--- src/rtl/irq_vector_sel.sv ---
module irq_vector_sel #(
  parameter int AW = 16,
  parameter int CW = 8,
  parameter logic [AW-1:0] VEC_X1 = 16'h1FFA,
  parameter logic [AW-1:0] VEC_X2 = 16'h1FF8,
  parameter logic [AW-1:0] VEC_T1 = 16'h1FF8,
  parameter logic [AW-1:0] VEC_T2 = 16'h1FF4,
  parameter logic [AW-1:0] VEC_SR = 16'h1FF4
) (
  input  logic          clk,
  input  logic          rst_n,
  input  logic          ext1_n,
  input  logic          ext2_n,
  input  logic          tmr1_req,
  input  logic          tmr2_req,
  input  logic          ser_req,
  input  logic          ack,
  output logic [AW-1:0] vec_addr,
  output logic          any_pend,
  input  logic          cfg_we,
  input  logic [CW-1:0] cfg_wdata,
  output logic [CW-1:0] cfg_rdata
);
  localparam int NSRC = 5;
  localparam int LOWW = CW - 3;

  logic [NSRC-1:0] pend, gnt, served;
  logic            x1_q, x2_q;
  logic            flag7;
  logic [1:0]      mode65;
  logic [AW-1:0]   vec_sel;

  wire fall1  = x1_q & ~ext1_n;
  wire fall2  = x2_q & ~ext2_n;
  wire edge2  = mode65[0];
  wire ev2    = edge2 & fall2;

  assign gnt       = pend & (~pend + NSRC'(1));
  assign served    = ack ? gnt : '0;
  assign any_pend  = |pend;
  assign cfg_rdata = {flag7, mode65, {LOWW{1'b1}}};

  always_comb begin
    case (gnt)
      5'b00001: vec_sel = VEC_X1;
      5'b00010: vec_sel = VEC_X2;
      5'b00100: vec_sel = VEC_T1;
      5'b01000: vec_sel = VEC_T2;
      5'b10000: vec_sel = VEC_SR;
      default:  vec_sel = vec_addr;
    endcase
  end

  always_ff @(posedge clk) begin
    if (!rst_n) begin
      pend     <= '0;
      x1_q     <= 1'b1;
      x2_q     <= 1'b1;
      vec_addr <= '0;
      flag7    <= 1'b0;
      mode65   <= 2'b00;
    end else begin
      x1_q    <= ext1_n;
      x2_q    <= ext2_n;
      pend[0] <= (pend[0] & ~served[0]) | fall1;
      pend[1] <= edge2 ? ((pend[1] & ~served[1]) | fall2) : ~ext2_n;
      pend[2] <= (pend[2] & ~served[2]) | tmr1_req;
      pend[3] <= (pend[3] & ~served[3]) | tmr2_req;
      pend[4] <= (pend[4] & ~served[4]) | ser_req;
      if (ack && any_pend) vec_addr <= vec_sel;
      if (cfg_we) begin
        flag7  <= (flag7 & cfg_wdata[CW-1]) | ev2;
        mode65 <= cfg_wdata[CW-2:CW-3];
      end else if (ev2) begin
        flag7 <= 1'b1;
      end
    end
  end

  assert_idle_ack_R7: assert property (@(posedge clk) disable iff (!rst_n)
    (ack && !any_pend) |=> $stable(vec_addr));

  assert_top_vector_R4: assert property (@(posedge clk) disable iff (!rst_n)
    (ack && pend[0]) |=> (vec_addr == VEC_X1));

  assert_timer1_vector_R5: assert property (@(posedge clk) disable iff (!rst_n)
    (ack && pend[2:0] == 3'b100) |=> (vec_addr == VEC_T1));

  assert_flag_clear_only_R8: assert property (@(posedge clk) disable iff (!rst_n)
    (cfg_we && !cfg_wdata[CW-1] && !ev2) |=> !cfg_rdata[CW-1]);

  assert_low_bits_set_R8: assert property (@(posedge clk) disable iff (!rst_n)
    cfg_rdata[LOWW-1:0] == {LOWW{1'b1}});

  assert_level_follow_R10: assert property (@(posedge clk) disable iff (!rst_n)
    (!edge2 && !ext2_n) |=> any_pend);
endmodule

--- config.mk ---
export PLATFORM = sky130hd
export DESIGN_NAME = irq_vector_sel
export DESIGN_NICKNAME = d
export VERILOG_FILES = /design/src/rtl/irq_vector_sel.sv
export SDC_FILE = /design/constraint.sdc
export NUM_CORES = 1
export LEC_CHECK = 0
export BUFFER_PORTS_ARGS = -buffer_cell sky130_fd_sc_hd__buf_2
export CAP_MARGIN = 5
export CORE_MARGIN = 2
export CORE_UTILIZATION = 25
export DETAILED_ROUTE_END_ITERATION = 8
export GPL_TIMING_DRIVEN = 1
export HOLD_SLACK_MARGIN = 0.02
export PLACE_DENSITY_LB_ADDON = 0.25
export SLEW_MARGIN = 20
export SYNTH_ARGS = -nofsm -noshare
export SYNTH_HDL_FRONTEND = slang
export SYNTH_SLANG_ARGS = --single-unit
--- constraint.sdc ---
create_clock -name clk -period 0.9 [get_ports clk]
set_input_delay 0.09 -clock clk [delete_from_list [all_inputs] [get_ports clk]]
set_output_delay 0.09 -clock clk [all_outputs]
set_load 0.01 [all_outputs]
# After elaboration in Yosys (flattened, before gate mapping)
# Cells that the tools add are included.
dict set report classes {
  n_addsub 1
  eq_ne 5
  n_mux 5
  n_bitwise 24
  n_reduce_logical 7
}
# operator n
set op_table {}
lappend op_table {{$pmux 16 s3} 1}
lappend op_table {{$and 1x1->1} 9}
lappend op_table {{$not 1->1} 7}
lappend op_table {{$or 1x1->1} 6}
lappend op_table {{$add 5x1->5 const B} 1}
lappend op_table {{$and 5x5->5} 1}
lappend op_table {{$eq 5x1->1 const B} 1}
lappend op_table {{$eq 5x2->1 const B} 1}
lappend op_table {{$eq 5x3->1 const B} 1}
lappend op_table {{$eq 5x4->1 const B} 1}
lappend op_table {{$eq 5x5->1 const B} 1}
lappend op_table {{$mux 5} 1}
lappend op_table {{$not 5->5} 1}
lappend op_table {{$reduce_or 5->1} 1}
lappend op_table {{$reduce_or 2->1} 2}
lappend op_table {{$mux 1} 3}
lappend op_table {{$reduce_bool 3->1} 1}
lappend op_table {{$reduce_and 2->1} 1}
lappend op_table {{$reduce_bool 2->1} 1}
lappend op_table {{$logic_and 1x1->1} 1}
dict set report word_totals {
  reg_bits 26
  input_bits 17
  output_inout_bits 25
  word_cells 48
}

# Longest topological paths before layout
# Gate-level depths: netlist (run 1).
dict set report logic_depth {
  word_depth 8
  depth_mapped 3
  ltp_nobuf 3
}

# Least setup slack after synthesis (run 1)
# OpenSTA, ideal clock, no wires.
dict set report synth_path {
  path_type {register to register}
  start {register pend[0]}
  end {register pend[1]}
  setup_ns 0.115
  arrival_ns 0.826
  required_time_ns 0.785
  slack_ns -0.041
  stages_incl_launch_ff 4
  n_path_buf 0
  period_less_slack_ns 0.941
  cell_sequence {dfxtp_1 nand2b_1 and3_1 o21a_1}
}
dict set report synth_between {
  elab_chain_len 8
}
# item line_no
set synth_lines {}
lappend synth_lines {{start: declaration} 27} ;# logic [NSRC-1:0] pend, gnt, served;
lappend synth_lines {{start signal: assignment} 65} ;# pend[0] <= (pend[0] & ~served[0]) | fall1;
lappend synth_lines {{$not 5->5} 38} ;# assign gnt = pend & (~pend + NSRC'(1));
lappend synth_lines {{$add 5x1->5} 38}
lappend synth_lines {{$and 5x5->5} 38}
lappend synth_lines {{$mux 5} 39} ;# assign served = ack ? gnt : '0;
lappend synth_lines {{$not 1->1} 66} ;# pend[1] <= edge2 ? ((pend[1] & ~served[1]) | fall2) : ~ext2_n;
lappend synth_lines {{$and 1x1->1} 66}
lappend synth_lines {{$or 1x1->1} 66}
lappend synth_lines {{$mux 1} 66}
# Every way passes these cells.
# A chain may end at the register's enable or synchronous reset.

# Worst setup path after layout (run 1)
dict set report layout_path {
  start {register pend[0]}
  end {output port any_pend}
}
dict set report layout_between {
  elab_chain_len 1
}
# item line_no
set layout_lines {}
lappend layout_lines {{$reduce_or 5->1} 40} ;# assign any_pend = |pend;
lappend layout_lines {{end: declaration} 19} ;# output logic any_pend,
# Every way passes these cells.

==> run metrics, run 1 <==
final wirelength=1310 um; Clock Tree Buf Depth=2; post-route clock period utilization=123%; IO Count=42; CP Cell Sequence=nor3_4 > nand2_1 > buf_2; Most used DFF post-synth=dfxtp_1; post-synthesis xor/xnor area fraction=0%; R2R cell count=4; worst-case vdd ir drop=~0.64 mV; num rows=18; status=finished with violations; Max Freq=around 0.9 GHz; crit path DAT=around 1 ns; largest net degree at the start of global routing=16; critical path startpoint category=register; Core ar.=around 2500 um2; Crit Path Max Fanout=2; crit path time final=1.11 ns; count of pins over their slew limit=0; Fin. Hold Viols=0; CTS root buffer=clkbuf_4; top-area cell type share of the netlist area=41.5%; EDFF count, synth=0; DR iter-0 viols=6; CTS tree=built; hold crit path type=input port to register; Setup WS pre-CTS=-0.0451 ns; Final setup viols=18; most common cell in the netlist=buf_4; CTS H-tree depth=1; Hold Slack=approximately 0.055 ns; IO buf count=27; first-pass GRT wire length=between 2000 and 2500 um; async set-reset flop share out of synthesis=0%; Distinct cells, synth=21; Worst Skew=around 0.0056 ns; failing checks=setup timing; Layout area overhead=47.0%; number of vias per cell=4.15; Crit-path slowest cell=dfxtp_4; setup ws final=-0.211 ns; vias=a little under 600; die area=between 3000 and 4000 um2; Clock transition at path regs=~0.080 ns; Synth area leaders=dfxtp_1 (41%), buf_4 (20%), nand2b_1 (4.6%); Final GP Congestion=0.622; hpwl dp=around 910 um; Final #Nets=131; multiplexer area fraction after synthesis=between 2 and 3%; initial antenna violation count=0; height of the die=about 56 um; hold path cells=3; vias in the first global route=482; part of the Yosys area used for sequential elements=41.5%; power density over the cells=roughly 1500 nW/um2; fin util=about two fifths; crit path kind=register to output port; CP Capture Type=output port; Post-Synth Simple-Gate Area=19.1%; Ant. Diodes=0; Die W=roughly 56 um; unrepaired setup endpoints after global routing=true; Synth Area in Adders=0%; Starting Density=a little over a quarter; Compound-Gate Fraction of Synth Area=between 10% and 20%; share of layout cells above drive strength 1=49.6%; post-DR wirelength/cell=9.18 um; cts bufs inserted=3; TritonRoute pass-1 iters=3; post-synthesis cell count=80; Mean Syn Cell Area=8.45 um2; Routed Antenna Nets=0; MaxCap Viol Count=0; commonest cells in the netlist=buf_4 (18), dfxtp_1 (14), o21ai_0 (6); post-synth top area cell=dfxtp_1; Synth Register Bits=14; All-Layer GR Usage=8.46%; Lkg Pwr=0.491 nW; DRC=0; main combinational cell family by area after synthesis=buffers and inverters; grt ovf=0; clk sinks=14; Worst Path Required=slightly above 0.8 ns; cell area after synthesis=676 um2; crit-path max cell delay=between 0.3 and 0.4 ns; clk_lat worst skew=between 0.2 and 0.3 ns; synth warn=0
-- kinds of logic (layout without fill, tap and decap cells) --
family          count (synthesis)  in the layout
compound gates                 15             15
simple gates                   24             24
flops                          14             14
mux                             2              2
buf+inv                        23             49
other cells                     2              9
-- routing by layer --
| metal | vias up | GRT usage [%] | share of wire (%) | wire length (um) |
|---|---|---|---|---|
| met1 | 259 | 9.22 | 40 | 530 |
| li1 | 304 | - | - | - |
| met4 | 0 | 6.12 | 2.0 | 26 |
| met3 | 4 | 2.56 | 8.3 | 109 |
| met5 | - | 0 | 0 | 0 |
| met2 | 27 | 13.8 | 49 | 648 |
-- stage by stage --
stage | power, mW | cells | cell area (um2) | setup TNS (ns)
after global placement | 0.955 | 126 | 751 | -0.0290
after CTS | 1.46 | 136 | 881 | -0.704
after floorplan | 0.923 | 87 | 711 | 0
after detailed placement | 0.960 | 126 | 751 | -0.0869
final | 1.52 | 143 | 993 | -1.57
after global routing | 1.62 | 143 | 993 | -2.44
-- path summary, 6_finish.rpt --
kind	slack, ns	end	start
max reg2reg	-0.18	pend[1]$_SDFF_PN0_	pend[0]$_SDFF_PN0_
min reg2reg	0.45	vec_addr[3]$_SDFFE_PN0P_	vec_addr[3]$_SDFFE_PN0P_
min	0.05	flag7$_SDFFE_PN0P_	cfg_wdata[7]
max	-0.21	any_pend	pend[0]$_SDFF_PN0_
-- placed cells by master (no fill, tap or decap) --
master,instances
and3_1,1
and3_4,1
nand2_1,5
dfxtp_4,5
a21oi_2,2
buf_2,23
nand2b_4,2
o22ai_1,1
a21oi_1,3
nor2_1,4
dfxtp_1,9
nor3_4,2
nor3b_1,1
a21boi_1,1
mux2i_1,2
clkbuf_4,3
conb_1,9
buf_4,8
o211ai_1,1
o21ai_1,2
nand2b_1,3
o21a_1,1
nor2b_1,2
and2_1,1
dlygate4sd3_1,3
o21ai_0,4
nor3_2,2
buf_6,7
clkbuf_8,1
inv_1,4
-- cell type report --
cell class                      instances  area (um2)
Fill cell                             269        1530
Tap cell                               30        37.5
Timing Repair Buffer                   41         284
Clock buffer                            4        36.3
Multi-Input combinational cell         50         322
Inverter                                4        15.0
Sequential cell                        14         299
-- power breakdown --
| part | switching [mW] | leakage (nW) | internal [mW] |
|---|---|---|---|
| Combinational | 0.174 | 0.351 | 0.210 |
| Clock | 0.198 | 0.0210 | 0.246 |
| Sequential | 0.0354 | 0.119 | 0.659 |
-- sequential cells by signal, indices dropped and copies added (netlist names) --
signal,cells
x2_q,1
x1_q,1
pend,5
flag7,1
mode65,2
vec_addr,4
-- critical path: cells and delay by family, from the launching register on --
family | cells | cell delay (ns)
buffers and inverters | 1 | 0.14
flip-flops | 1 | 0.36
AND/OR/NAND/NOR | 2 | 0.26
-- repair_timing --
item                                    in CTS  in global routing
endpoints found under the setup margin      15                 19
resized for setup                           13                 18
setup buffers                                3                  7
hold buffers                                 3                  0
hold endpoints to repair                     3                  0
pin swaps                                    3                  4
(Power assumes the default switching activity.)
==> inputs of run 2 (changes only) <==
CORE_UTILIZATION = 37   (was 25)
PLACE_DENSITY = 0.81   (was default)
PLACE_DENSITY_LB_ADDON = default   (was 0.25)
SETUP_SLACK_MARGIN = 0.02   (was default)
==> run metrics, run 2 (same netlist as run 1, synthesis figures left out) <==
CTS H-tree depth=1; grt ovf=0; Ant. Diodes=0; TritonRoute pass-1 iters=4; commonest non-fill, non-tap cells in the layout=buf_2 (17), buf_6 (12), conb_1 (9), dfxtp_1 (9); final wirelength=~1400 um; Routed Antenna Nets=0; R2R cell count=4; Final setup viols=18; Post-Layout Inst Area=between 900 and 1000 um2; first-pass GRT wire length=1940 um; most common cell after layout, fill and taps aside=buf_2; count of pins over their slew limit=0; Lkg Pwr=around 0.48 nW; share of layout cells above drive strength 1=between 40% and 50%; largest registers=pend (5), vec_addr (4), mode65 (2); max reg flops=5; vias=583; MaxCap Viol Count=0; cts bufs inserted=3; clk_lat worst skew=roughly 0.28 ns; Core ar.=about 1700 um2; num rows=15; hold crit path type=input port to register; Die W=between 40 and 50 um; placed cell areas=around 750 um2; crit path time final=about 1.1 ns; fin util=a little under three fifths; reg2reg start=pend[0]$_SDFF_PN0_; post-route clock period utilization=122%; largest net degree at the start of global routing=16; height of the die=~47 um; CTS root buffer=clkbuf_4; failing checks=setup timing; R2R Setup Slk=-0.19 ns; CP Capture Type=output port; Layout area overhead=44.6%; critical path startpoint category=register; Setup WS pre-CTS=-0.0142 ns; status=finished with violations; DRC=0; IO Count=42; Fin. Hold Viols=0; Starting Density=39.1%; IO buf count=27; post-DR wirelength/cell=around 11 um; Final #Nets=roughly 130; Worst Path Required=a little over 0.8 ns; Clock Tree Buf Depth=2; CTS tree=built; FILL cells=139; hpwl dp=946 um; Final GP Congestion=roughly 0.66; power density over the cells=1570 nW/um2; setup ws final=-0.200 ns; Clock transition at path regs=around 0.080 ns; Worst Skew=about 0.0024 ns; crit path DAT=~1.0 ns; clk sinks=14; beginning of the critical path=pend[0]$_SDFF_PN0_; vias in the first global route=just under 500; number of vias per cell=about 4.4; crit path kind=register to output port; worst r2r dst=pend[1]$_SDFF_PN0_; All-Layer GR Usage=roughly an eighth; worst-case vdd ir drop=between 0.8 and 0.9 mV; unrepaired setup endpoints after global routing=true; Max Freq=just over 0.9 GHz; DR iter-0 viols=7; Most flops, register=pend; initial antenna violation count=0; Crit Path Max Fanout=2; crit path to=any_pend; die area=roughly 2200 um2
-- run 2: power breakdown --
part	switching, mW	internal (mW)	leakage (nW)
Clock	0.199	0.246	0.0210
Combinational	0.169	0.218	0.335
Sequential	0.0429	0.660	0.119
Total	0.411	1.12	0.475
-- run 2: worst max-delay path: stages, from the launching register on --
cell     delay (ns)
dfxtp_4        0.36
nor3_4         0.18
nand2_1        0.06
buf_2          0.14
-- run 2: repair_timing --
| item | in CTS | in global routing |
|---|---|---|
| gates resized for setup | 27 | 6 |
| setup endpoints to repair | 16 | 20 |
| hold buffers | 1 | 0 |
| pin swaps | 4 | 0 |
| buffers inserted | 5 | 1 |
| endpoints found under the hold margin | 1 | 0 |
-- run 2: cell type report --
class                      instances  area (um2)  area share, %
timing repair buffer              35         280           28.7
inverter                           4        15.0           1.54
sequential                        14         299           30.6
tap                               25        31.3           3.20
clock buffer                       4        36.3           3.71
multi-input combinational         50         315           32.3
-- run 2: per-layer routing --
| layer | GRT usage, % | vias up | part of all wire [%] |
|---|---|---|---|
| met1 | 13.0 | 257 | 37 |
| met4 | 10.0 | 0 | 4.2 |
| li1 | - | 288 | - |
| met5 | 0 | - | 0 |
| met2 | 24.4 | 32 | 53 |
| met3 | 1.15 | 6 | 6.2 |
-- run 2: how the worst min path moves through the flow --
stage,start,end,slack [ns],cells after the start
final,ext2_n,x2_q$_SDFF_PN1_,0.02,2
after global routing,ext2_n,x2_q$_SDFF_PN1_,0.04,2
after CTS,ext2_n,x2_q$_SDFF_PN1_,0.02,2
after detailed placement,ext1_n,x1_q$_SDFF_PN1_,0.31,2
after global placement,ext1_n,x1_q$_SDFF_PN1_,0.29,2
after floorplan,rst_n,x1_q$_SDFF_PN1_,0.16,1
-- run 2: per-stage QoR --
stage	power (mW)	hold WS, ns	setup TNS [ns]	cells
after global placement	0.951	0.291	-0.0120	121
after global routing	1.60	0.0419	-2.01	132
final	1.53	0.0235	-1.49	132
after detailed placement	0.963	0.306	-0.0429	121
after CTS	1.53	0.0210	-1.32	131
after floorplan	0.924	0.163	0	87
==> inputs of run 3 (changes only) <==
RECOVER_POWER = 50   (was default)
==> run metrics, run 3 (same netlist as run 1, synthesis figures left out) <==
Fin. Hold Viols=0; largest net degree at the start of global routing=16; failing checks=setup timing; share of layout cells above drive strength 1=a little under half; largest registers=pend (5), vec_addr (4), mode65 (2); Worst Path Required=slightly above 0.8 ns; Finished Layout Cells=about 130; setup ws final=-0.200 ns; number of vias per cell=4.42; Hold Slack=roughly 0.024 ns; Most flops, register=pend; Routed Antenna Nets=0; cts bufs inserted=3; crit path time final=around 1.1 ns; status=finished with violations; post-route clock period utilization=122%; switching part of the total=26.8%; Comb power frac=25.1%; Flop pwr share=between 40% and 50%; critical path startpoint category=register; Die W=about 47 um; die area=about 2200 um2; crit path to=any_pend; Core ar.=between 1500 and 2000 um2; power density over the cells=roughly 1600 nW/um2; Pint=around 1.1 mW; num rows=15; Setup WS pre-CTS=-0.0142 ns; unrepaired setup endpoints after global routing=true; hold crit path type=input port to register; TritonRoute pass-1 iters=4; Final setup viols=18; CP Capture Type=output port; Crit Path Max Fanout=2; crit path kind=register to output port; Post-Layout Inst Area=around 970 um2; most common cell after layout, fill and taps aside=buf_2; Worst Skew=0.00229 ns; height of the die=~47 um; vias=around 600; DR iter-0 viols=5; CTS root buffer=clkbuf_4; CTS H-tree depth=1; DRC=0; Clock transition at path regs=approximately 0.08 ns; commonest non-fill, non-tap cells in the layout=buf_2 (16), buf_6 (12), dfxtp_1 (10); placed cell areas=749 um2; clk_lat worst skew=0.28 ns; crit path DAT=1.01 ns; Clock Tree Buf Depth=2; Final #Nets=about 130; number of placed instances, taps included=roughly 120; transition time of the tightest slew-check pin=0.566 ns; Starting Density=roughly two fifths; worst r2r dst=pend[1]$_SDFF_PN0_; first-pass GRT wire length=1940 um; Lkg Pwr=0.471 nW; beginning of the critical path=pend[0]$_SDFF_PN0_; clk sinks=14; Max Freq=slightly above 0.9 GHz; grt ovf=0; fin util=between 50 and 60%; initial antenna violation count=0; All-Layer GR Usage=about 13%; reg2reg start=pend[0]$_SDFF_PN0_; clock power share=29.0%; FILL cells=142; Worst slew margin=a little over 60%; Ant. Diodes=0; final wirelength=1390 um; vias in the first global route=between 400 and 500; max reg flops=5; R2R cell count=4; MaxCap Viol Count=0; worst-case vdd ir drop=0.875 mV; R2R Setup Slk=-0.19 ns; IO Count=42; CTS tree=built; Layout area overhead=43.9%; Net Sw Power=412 uW; hpwl dp=946 um; setup_tns=-1.49 ns; Final GP Congestion=between 0.6 and 0.7; post-DR wirelength/cell=approximately 11 um; IO buf count=27; Final Power=~1.5 mW; count of pins over their slew limit=0
run 3: timing repair:
item	in CTS	in global routing
setup buffers	5	1
hold endpoints to repair	1	0
gates resized for setup	27	6
hold buffers	1	0
pin swaps	4	0
endpoints found under the setup margin	16	20
run 3: power groups by stage:
stage	Combinational [mW]	Clock, mW	Sequential, mW
finish	0.386	0.446	0.704
detailed placement	0.243	0	0.720
floorplan	0.203	0	0.721
global placement	0.238	0	0.714
global route	0.421	0.475	0.708
CTS	0.365	0.457	0.704
run 3: worst max-delay path, stage by stage (launching register included):
cell and delay, ns:
dfxtp_4 0.36, nor3_4 0.18, nand2_1 0.06, buf_2 0.14
run 3: worst min-delay path by stage:
stage	startpoint	to	slack [ns]	cells past startpoint
4_1_cts	ext2_n	x2_q$_SDFF_PN1_	0.02	2
6_report	ext2_n	x2_q$_SDFF_PN1_	0.02	2
3_3_place_gp	ext1_n	x1_q$_SDFF_PN1_	0.29	2
5_1_grt	ext2_n	x2_q$_SDFF_PN1_	0.04	2
2_1_floorplan	rst_n	x1_q$_SDFF_PN1_	0.16	1
3_5_place_dp	ext1_n	x1_q$_SDFF_PN1_	0.31	2
run 3: area by class of cell:
type / count / area (um2) / area share (%)
inverter: 4 / 15.0 / 1.54
sequential: 14 / 295 / 30.4
timing repair buffer: 35 / 279 / 28.7
multi-input combinational: 50 / 315 / 32.4
clock buffer: 4 / 36.3 / 3.73
tap: 25 / 31.3 / 3.22
run 3: routing by layer:
metal / global-route usage, % / part of all wire, % / vias to the layer above
met5: 0 / 0 / -
met4: 10.0 / 4.2 / 0
met1: 13.0 / 36 / 258
met2: 24.4 / 53 / 32
li1: - / - / 288
met3: 1.15 / 6.2 / 6
